===== src/rtl/dram_timing_pkg.sv =====
package dram_timing_pkg;
  localparam int WORD_W = 32;

  // Writable-bit mask of stored word idx; reserved bits are 0.
  function automatic logic [WORD_W-1:0] field_mask(input int idx, input int n_ctrl,
                                                   input int mode_w);
    logic [WORD_W-1:0] m;
    if (idx >= n_ctrl)   m = (WORD_W'(1) << mode_w) - WORD_W'(1);
    else if (idx == 0)   m = 32'h3FFF_FFFF;
    else if (idx == 2)   m = 32'h0FFF_FFFF;
    else                 m = '1;
    return m;
  endfunction
endpackage


===== src/rtl/drt_bus_if.sv =====
module drt_bus_if #(
  parameter int ADDR_W = 8,
  parameter int N_CFG  = 28,
  parameter int IDX_W  = 5
) (
  input  logic                 clk,
  input  logic                 rst,
  input  logic                 sel,
  input  logic                 en,
  input  logic                 write,
  input  logic [ADDR_W-1:0]    addr,
  input  logic [N_CFG*32-1:0]  cfg_rd,
  input  logic [N_CFG-1:0]     flags_rd,
  input  logic [31:0]          stat_rd,
  output logic [31:0]          rdata,
  output logic                 ready,
  output logic                 err,
  output logic                 wr_en,
  output logic [IDX_W-1:0]     wr_idx
);
  localparam int WORD_AW = ADDR_W - 2;

  logic [WORD_AW-1:0] word;
  logic aligned, is_cfg, is_flags, is_stat, legal;
  logic [31:0] rd_mux;
  logic [31:0] rdata_q;
  logic        err_q;

  assign word     = addr[ADDR_W-1:2];
  assign aligned  = (addr[1:0] == 2'b00);
  assign is_cfg   = aligned && (int'(word) < N_CFG);
  assign is_flags = aligned && (int'(word) == N_CFG);
  assign is_stat  = aligned && (int'(word) == N_CFG + 1);
  assign legal    = write ? is_cfg : (is_cfg || is_flags || is_stat);

  always_comb begin
    rd_mux = '0;
    if (is_cfg) begin
      for (int i = 0; i < N_CFG; i++)
        if (int'(word) == i) rd_mux = cfg_rd[i*32 +: 32];
    end else if (is_flags) begin
      for (int i = 0; i < N_CFG; i++) rd_mux[i] = flags_rd[i];
    end else if (is_stat) begin
      rd_mux = stat_rd;
    end
  end

  // Response is captured in the setup cycle, presented in the access cycle.
  always_ff @(posedge clk) begin
    if (rst) begin
      rdata_q <= '0;
      err_q   <= 1'b0;
    end else if (sel && !en) begin
      rdata_q <= (write || !legal) ? 32'd0 : rd_mux;
      err_q   <= !legal;
    end else if (!sel) begin
      rdata_q <= '0;
      err_q   <= 1'b0;
    end
  end

  assign rdata  = rdata_q;
  assign ready  = sel && en;
  assign err    = sel && en && err_q;
  assign wr_en  = sel && en && write && !err_q;
  assign wr_idx = word[IDX_W-1:0];

  // zero-wait access always completes in the cycle after setup
  a_r2_ready_after_setup: assert property (@(posedge clk) disable iff (rst)
    (sel && !en) |=> (en |-> ready));
endmodule


===== src/rtl/drt_reg_bank.sv =====
module drt_reg_bank
  import dram_timing_pkg::*;
#(
  parameter int N_CTRL = 21,
  parameter int N_MODE = 7,
  parameter int MODE_W = 18,
  parameter int IDX_W  = 5,
  localparam int N_CFG = N_CTRL + N_MODE
) (
  input  logic                clk,
  input  logic                rst,
  input  logic                wr_en,
  input  logic [IDX_W-1:0]    wr_idx,
  input  logic [31:0]         wdata,
  output logic [N_CFG*32-1:0] cfg
);
  for (genvar g = 0; g < N_CFG; g++) begin : g_word
    localparam logic [31:0] MASK = field_mask(g, N_CTRL, MODE_W);
    logic [31:0] q;
    always_ff @(posedge clk) begin
      if (rst)                                   q <= '0;
      else if (wr_en && int'(wr_idx) == g)       q <= wdata & MASK;
    end
    assign cfg[g*32 +: 32] = q;

    // reserved bits never hold a 1
    a_r3_reserved_zero: assert property (@(posedge clk) disable iff (rst)
      (q & ~MASK) == 32'd0);
  end

  // storage moves only on an accepted write
  a_r7_no_stray_update: assert property (@(posedge clk) disable iff (rst)
    !wr_en |=> $stable(cfg));
endmodule


===== src/rtl/drt_upd_flags.sv =====
module drt_upd_flags #(
  parameter int N_CFG = 28,
  parameter int IDX_W = 5
) (
  input  logic             clk,
  input  logic             rst,
  input  logic             wr_en,
  input  logic [IDX_W-1:0] wr_idx,
  input  logic             ack_valid,
  input  logic [IDX_W-1:0] ack_idx,
  output logic [N_CFG-1:0] flags
);
  for (genvar g = 0; g < N_CFG; g++) begin : g_flag
    always_ff @(posedge clk) begin
      if (rst)                                      flags[g] <= 1'b0;
      else if (wr_en && int'(wr_idx) == g)          flags[g] <= 1'b1;
      else if (ack_valid && int'(ack_idx) == g)     flags[g] <= 1'b0;
    end
  end

  // a committed write raises its flag
  a_r5_flag_set: assert property (@(posedge clk) disable iff (rst)
    (wr_en && int'(wr_idx) < N_CFG) |=> flags[$past(wr_idx)]);
  // an acknowledge without a colliding write clears the flag
  a_r6_ack_clears: assert property (@(posedge clk) disable iff (rst)
    (ack_valid && int'(ack_idx) < N_CFG && !(wr_en && wr_idx == ack_idx))
      |=> !flags[$past(ack_idx)]);
endmodule


===== src/rtl/drt_core_status.sv =====
module drt_core_status #(
  parameter int FAIL_W = 8
) (
  input  logic        clk,
  input  logic        rst,
  input  logic        rep_valid,
  input  logic        rep_is_wr,
  input  logic        rep_ok,
  output logic [31:0] stat
);
  logic rd_ok, wr_ok, rd_seen, wr_seen;
  logic [FAIL_W-1:0] fail_cnt;

  always_ff @(posedge clk) begin
    if (rst) begin
      rd_ok <= 1'b0; wr_ok <= 1'b0; rd_seen <= 1'b0; wr_seen <= 1'b0;
      fail_cnt <= '0;
    end else if (rep_valid) begin
      if (rep_is_wr) begin wr_ok <= rep_ok; wr_seen <= 1'b1; end
      else           begin rd_ok <= rep_ok; rd_seen <= 1'b1; end
      if (!rep_ok && fail_cnt != '1) fail_cnt <= fail_cnt + 1'b1;
    end
  end

  always_comb begin
    stat = '0;
    stat[0] = rd_ok;
    stat[1] = wr_ok;
    stat[2] = rd_seen;
    stat[3] = wr_seen;
    stat[8 +: FAIL_W] = fail_cnt;
  end

  // last write outcome follows the report
  a_r8_wr_outcome: assert property (@(posedge clk) disable iff (rst)
    (rep_valid && rep_is_wr) |=> (wr_ok == $past(rep_ok)));
  // failure counter saturates instead of wrapping
  a_r8_fail_saturates: assert property (@(posedge clk) disable iff (rst)
    (fail_cnt == '1) |=> (fail_cnt == '1));
endmodule


===== src/rtl/dram_timing_regs.sv =====
module dram_timing_regs #(
  parameter int N_CTRL = 21,
  parameter int N_MODE = 7,
  parameter int MODE_W = 18,
  parameter int ADDR_W = 8,
  parameter int FAIL_W = 8,
  localparam int N_CFG = N_CTRL + N_MODE,
  localparam int IDX_W = $clog2(N_CFG + 2)
) (
  input  logic                clk,
  input  logic                rst,
  input  logic                bus_sel,
  input  logic                bus_en,
  input  logic                bus_write,
  input  logic [ADDR_W-1:0]   bus_addr,
  input  logic [31:0]         bus_wdata,
  output logic [31:0]         bus_rdata,
  output logic                bus_ready,
  output logic                bus_err,
  output logic [N_CFG*32-1:0] cfg_flat,
  output logic [N_CFG-1:0]    upd_flags,
  input  logic                core_ack_valid,
  input  logic [IDX_W-1:0]    core_ack_idx,
  input  logic                core_rep_valid,
  input  logic                core_rep_is_wr,
  input  logic                core_rep_ok
);
  logic             wr_en;
  logic [IDX_W-1:0] wr_idx;
  logic [31:0]      stat;

  drt_bus_if #(.ADDR_W(ADDR_W), .N_CFG(N_CFG), .IDX_W(IDX_W)) u_bus (
    .clk(clk), .rst(rst), .sel(bus_sel), .en(bus_en), .write(bus_write),
    .addr(bus_addr), .cfg_rd(cfg_flat), .flags_rd(upd_flags), .stat_rd(stat),
    .rdata(bus_rdata), .ready(bus_ready), .err(bus_err),
    .wr_en(wr_en), .wr_idx(wr_idx));

  drt_reg_bank #(.N_CTRL(N_CTRL), .N_MODE(N_MODE), .MODE_W(MODE_W), .IDX_W(IDX_W)) u_bank (
    .clk(clk), .rst(rst), .wr_en(wr_en), .wr_idx(wr_idx), .wdata(bus_wdata),
    .cfg(cfg_flat));

  drt_upd_flags #(.N_CFG(N_CFG), .IDX_W(IDX_W)) u_flags (
    .clk(clk), .rst(rst), .wr_en(wr_en), .wr_idx(wr_idx),
    .ack_valid(core_ack_valid), .ack_idx(core_ack_idx), .flags(upd_flags));

  drt_core_status #(.FAIL_W(FAIL_W)) u_stat (
    .clk(clk), .rst(rst), .rep_valid(core_rep_valid), .rep_is_wr(core_rep_is_wr),
    .rep_ok(core_rep_ok), .stat(stat));

  // a read with no acknowledge leaves every flag as it was
  a_r4_read_keeps_flags: assert property (@(posedge clk) disable iff (rst)
    (bus_sel && bus_en && !bus_write && !core_ack_valid) |=> $stable(upd_flags));
  // an error response never commits a write
  a_r7_err_no_flag: assert property (@(posedge clk) disable iff (rst)
    (bus_err && !core_ack_valid) |=> $stable(upd_flags));
endmodule


===== config.mk =====
export PLATFORM = sky130hd
export DESIGN_NAME = dram_timing_regs
export DESIGN_NICKNAME = d
export VERILOG_FILES = /design/src/rtl/dram_timing_pkg.sv /design/src/rtl/drt_bus_if.sv /design/src/rtl/drt_reg_bank.sv /design/src/rtl/drt_upd_flags.sv /design/src/rtl/drt_core_status.sv /design/src/rtl/dram_timing_regs.sv
export SDC_FILE = /design/constraint.sdc
export NUM_CORES = 2
export LEC_CHECK = 0
export BUFFER_PORTS_ARGS = -buffer_cell sky130_fd_sc_hd__buf_2
export CORE_AREA = 4 4 390 392
export CTS_BUF_LIST = sky130_fd_sc_hd__clkbuf_4
export DETAILED_ROUTE_END_ITERATION = 7
export DIE_AREA = 0 0 394 396
export HOLD_SLACK_MARGIN = 0.02
export PLACE_DENSITY = 0.44
export REMOVE_ABC_BUFFERS = 1
export SKIP_CTS_REPAIR_TIMING = 1
export SYNTH_ARGS = -nofsm -noshare
export SYNTH_HDL_FRONTEND = slang
export SYNTH_SLANG_ARGS = --single-unit

===== constraint.sdc =====
create_clock -name clk -period 2.9 [get_ports clk]
set_clock_uncertainty 0.1 [all_clocks]
set_input_delay 0.29 -clock clk [delete_from_list [all_inputs] [get_ports clk]]
set_output_delay 0.29 -clock clk [all_outputs]
set_load 0.02 [all_outputs]

==> reports/summary.md <==
* **global-route wire length before repair** 377 mm
* **Synth cell types** 88
* **final standard cell utilization of the core** 34.4%
* **number of endpoints with negative hold slack in the final report** 0
* **storage element area** 17,300 um2
* **logic depth of the worst register-to-register path** 7
* **P&R area growth vs syn** 35.5%
* **reg2reg start** u_bus.err_q
* **area of the core region** 149,000 um2
* **TritonCTS clock tree** yes
* **arrival time at the worst endpoint** 3.94 ns
* **PwrDens** 506 nW/um2
* **critical hold path startpoint** bus_wdata[7]
* **Total Routing Usage GR** 34.8%
* **post-detailed-placement half-perimeter wirelength** 213 mm
* **number of synthesized register bits** 865
* **Post-Syn Instances** 5,010
* **worst flop-to-flop path endpoint** u_bank.g_word[4].q[5]
* **slew at the pin closest to its max-slew limit** 1.33 ns
* **pin count of the biggest net entering global routing** 220
* **antenna violations before repair** 25
* **post-route worst hold slack** 0.0330 ns
* **Die Height** 396 um
* **headroom to the max-slew limit** 11.0%
* **Synth Area in Adders** 0.0331%
* **row count** 142
* **CTS HTree Levels** 5
* **Min Clock Period, post-route** 2.80 ns
* **filler instances** 16,100
* **via/cell ratio** 5.52
* **overall overflow remaining after global route** 0
* **starting DRC count in detailed routing** 6,438
* **Root Buffer** clkbuf_4
* **dominant combinational cell family by area after synthesis** compound AO/OA/AOI/OAI gates
* **Layout Nets** 6,319
* **number of cells on the worst hold path** 4
* **RSZ-0062 raised after global routing** false
* **via count of the first global-routing pass** 42,200
* **fraction of the cycle the final worst path needs** 96.5%
* **area fraction in compound gates after synthesis** 22.6%
* **boundary pin count** 1,012
* **Starting Density** 25.4%
* **worst-path fanout max** 17
* **antenna viol nets, final** 0
* **critical path required time** 4.04 ns
* **maximum count of clock buffers along a single path** 4
* **total clock buffers created by CTS** 281
* **commonest cells after routing, fill and taps aside** 1,691 x nand2_1, 933 x a21oi_1, 904 x buf_2, 865 x dfxtp_1, 377 x clkbuf_4
* **flip-flop cell with the highest count after synthesis** dfxtp_1
* **Hold Crit Class** in2reg
* **count of final max-slew check failures** 0
* **Simple-Gate Fraction of Synth Area** 21.8%
* **status** finished clean
* **clock tree sinks** 865
* **wire length per cell** 34.5 um
* **nature of the critical path startpoint** register
* **Post-Syn Area per Cell** 7.54 um2
* **area of the mapped netlist** 37,800 um2
* **number of failing setup endpoints in the final timing report** 0
* **total via count after detailed routing** 46,200
* **parity-gate share of the synthesized area counting xor and xnor cells** 0.139%
* **category of the most critical setup path** reg2reg
* **highest clock frequency the design can meet** 358 MHz
* **element type at the critical path end** register
* **residual DRC count** 0
* **reported max-cap violation count** 0
* **floorplan die area** 156,000 um2
* **multi-input gate area in the final layout** 18,500 um2
* **terminating pin of the worst hold path** u_bank.g_word[11].q[7]
* **mux cell area share after synthesis** 2.49%
* **Warnings, synthesis** 0
* **most common library cell in the layout ignoring fill and taps** nand2_1
* **clock slew at the register clock pins of the worst setup and hold paths** 0.07 ns
* **clock latency at the later pin of the worst-skew pair** 1.36 ns
* **Leakage Power** 0.0208 uW
* **share of layout cells above drive strength 1** 28.6%
* **number of enable flip-flop cells after synthesis** 0
* **horizontal die dimension** 394 um
* **post-synthesis sequential area ratio** 45.8%
* **slack of the worst reg-to-reg path** 0.10 ns
* **number of buffer cells added on primary ports** 907
* **detailed-router iteration count before antenna repair** 8
* **total wire length** 289 mm
* **placer's final routability congestion estimate** 0.957
* **Synth async-reset ratio** 0%
* **IR Drop Worst-Case VDD** 267 uV
[Yosys cell counts (all sizes together), types with 18 or more instances]
| master | count | area, um2 |
|---|---|---|
| mux4 | 20 | 450 |
| o22ai | 18 | 113 |
| a22oi | 133 | 1000 |
| nand2 | 1713 | 6430 |
| nand3 | 87 | 435 |
| nor3 | 28 | 145 |
| dfxtp | 865 | 17300 |
| buf | 203 | 1330 |
| nor2 | 121 | 543 |
| clkbuf | 354 | 1330 |
| mux2i | 30 | 300 |
| o21ai | 148 | 741 |
| a21oi | 933 | 4670 |
| a221oi | 59 | 523 |
[through the flow]
| stage | worst slack [ns] | std cells | TNS [ns] | cell area (um2) | total power (uW) |
|---|---|---|---|---|---|
| floorplan | -3.73 | 4556 | -595.72 | 35500 | 12700 |
| global placement | -0.444 | 7816 | -2.38 | 47000 | 13900 |
| detailed placement | -0.505 | 7816 | -3.04 | 47000 | 13900 |
| CTS | 0.212 | 8236 | 0 | 50100 | 25900 |
| global route | 0.000673 | 8354 | 0 | 51200 | 26700 |
| finish | 0.103 | 8360 | 0 | 51200 | 25900 |
[kinds of logic after synthesis]
family,Yosys count
and+or+nand+nor,2039
adders and majority gates,1
AOI/OAI and AO/OA,1463
xor gates and xnor gates,6
muxes,67
DFF,865
other,1
buffers and inverters,568
[layer usage]
layer | vias to the layer above | global-route usage (%) | share of wire (%)
li1 | 19600 | - | -
met1 | 22500 | 41.7 | 38
met2 | 3311 | 54.1 | 44
met3 | 757 | 13.4 | 12
met4 | 14 | 17.9 | 6.0
met5 | - | 0 | 0.034
[worst max-delay path: stages (launching register included)]
cell,delay (ns)
dfxtp_1,0.35
nor4b_2,0.63
nand2_1,0.41
nor2_4,0.28
buf_12,0.21
nand2_1,0.07
dlygate4sd3_1,0.60
a21oi_1,0.11
[layout make-up]
| class | instances | area share [%] |
|---|---|---|
| repair buffers | 1425 | 19.2 |
| well taps | 1944 | 4.75 |
| diodes | 15 | 0.0733 |
| multi-input cells | 3680 | 36.1 |
| clock buffers | 377 | 5.53 |
| clock inverters | 43 | 0.525 |
| inverters | 11 | 0.0806 |
| flip-flops and latches | 865 | 33.8 |
[power by group]
| part | switching (uW) | internal [uW] |
|---|---|---|
| logic | 1380 | 465 |
| clock network | 5850 | 6260 |
| registers | 42.3 | 11900 |
[worst max-delay path by stage]
stage / from / end / slack (ns) / depth (start not counted)
5_1_grt: u_bank.g_word[1].q[7] / u_bus.rdata[7] / 0.0007 / 8
6_report: u_bus.err_q / u_bank.g_word[4].q[5] / 0.10 / 7
4_1_cts: u_bank.g_word[18].q[1] / cfg_flat[577] / 0.21 / 1
3_3_place_gp: bus_addr[4] / u_bus.rdata[29] / -0.44 / 11
2_1_floorplan: bus_en / u_bank.g_word[20].q[0] / -3.73 / 7
3_5_place_dp: bus_addr[7] / u_bus.rdata[7] / -0.51 / 12
[sequential cells by signal, indices dropped and copies added, names as in the netlist]
name and flops:
u_stat.wr_ok 1, u_stat.rd_seen 1, u_bus.err_q 1, u_bus.rdata 32, u_flags.flags 28, u_stat.wr_seen 1
u_stat.rd_ok 1, u_bank.g_word.q 792, u_stat.fail_cnt 8
(Power assumes the default switching activity.)
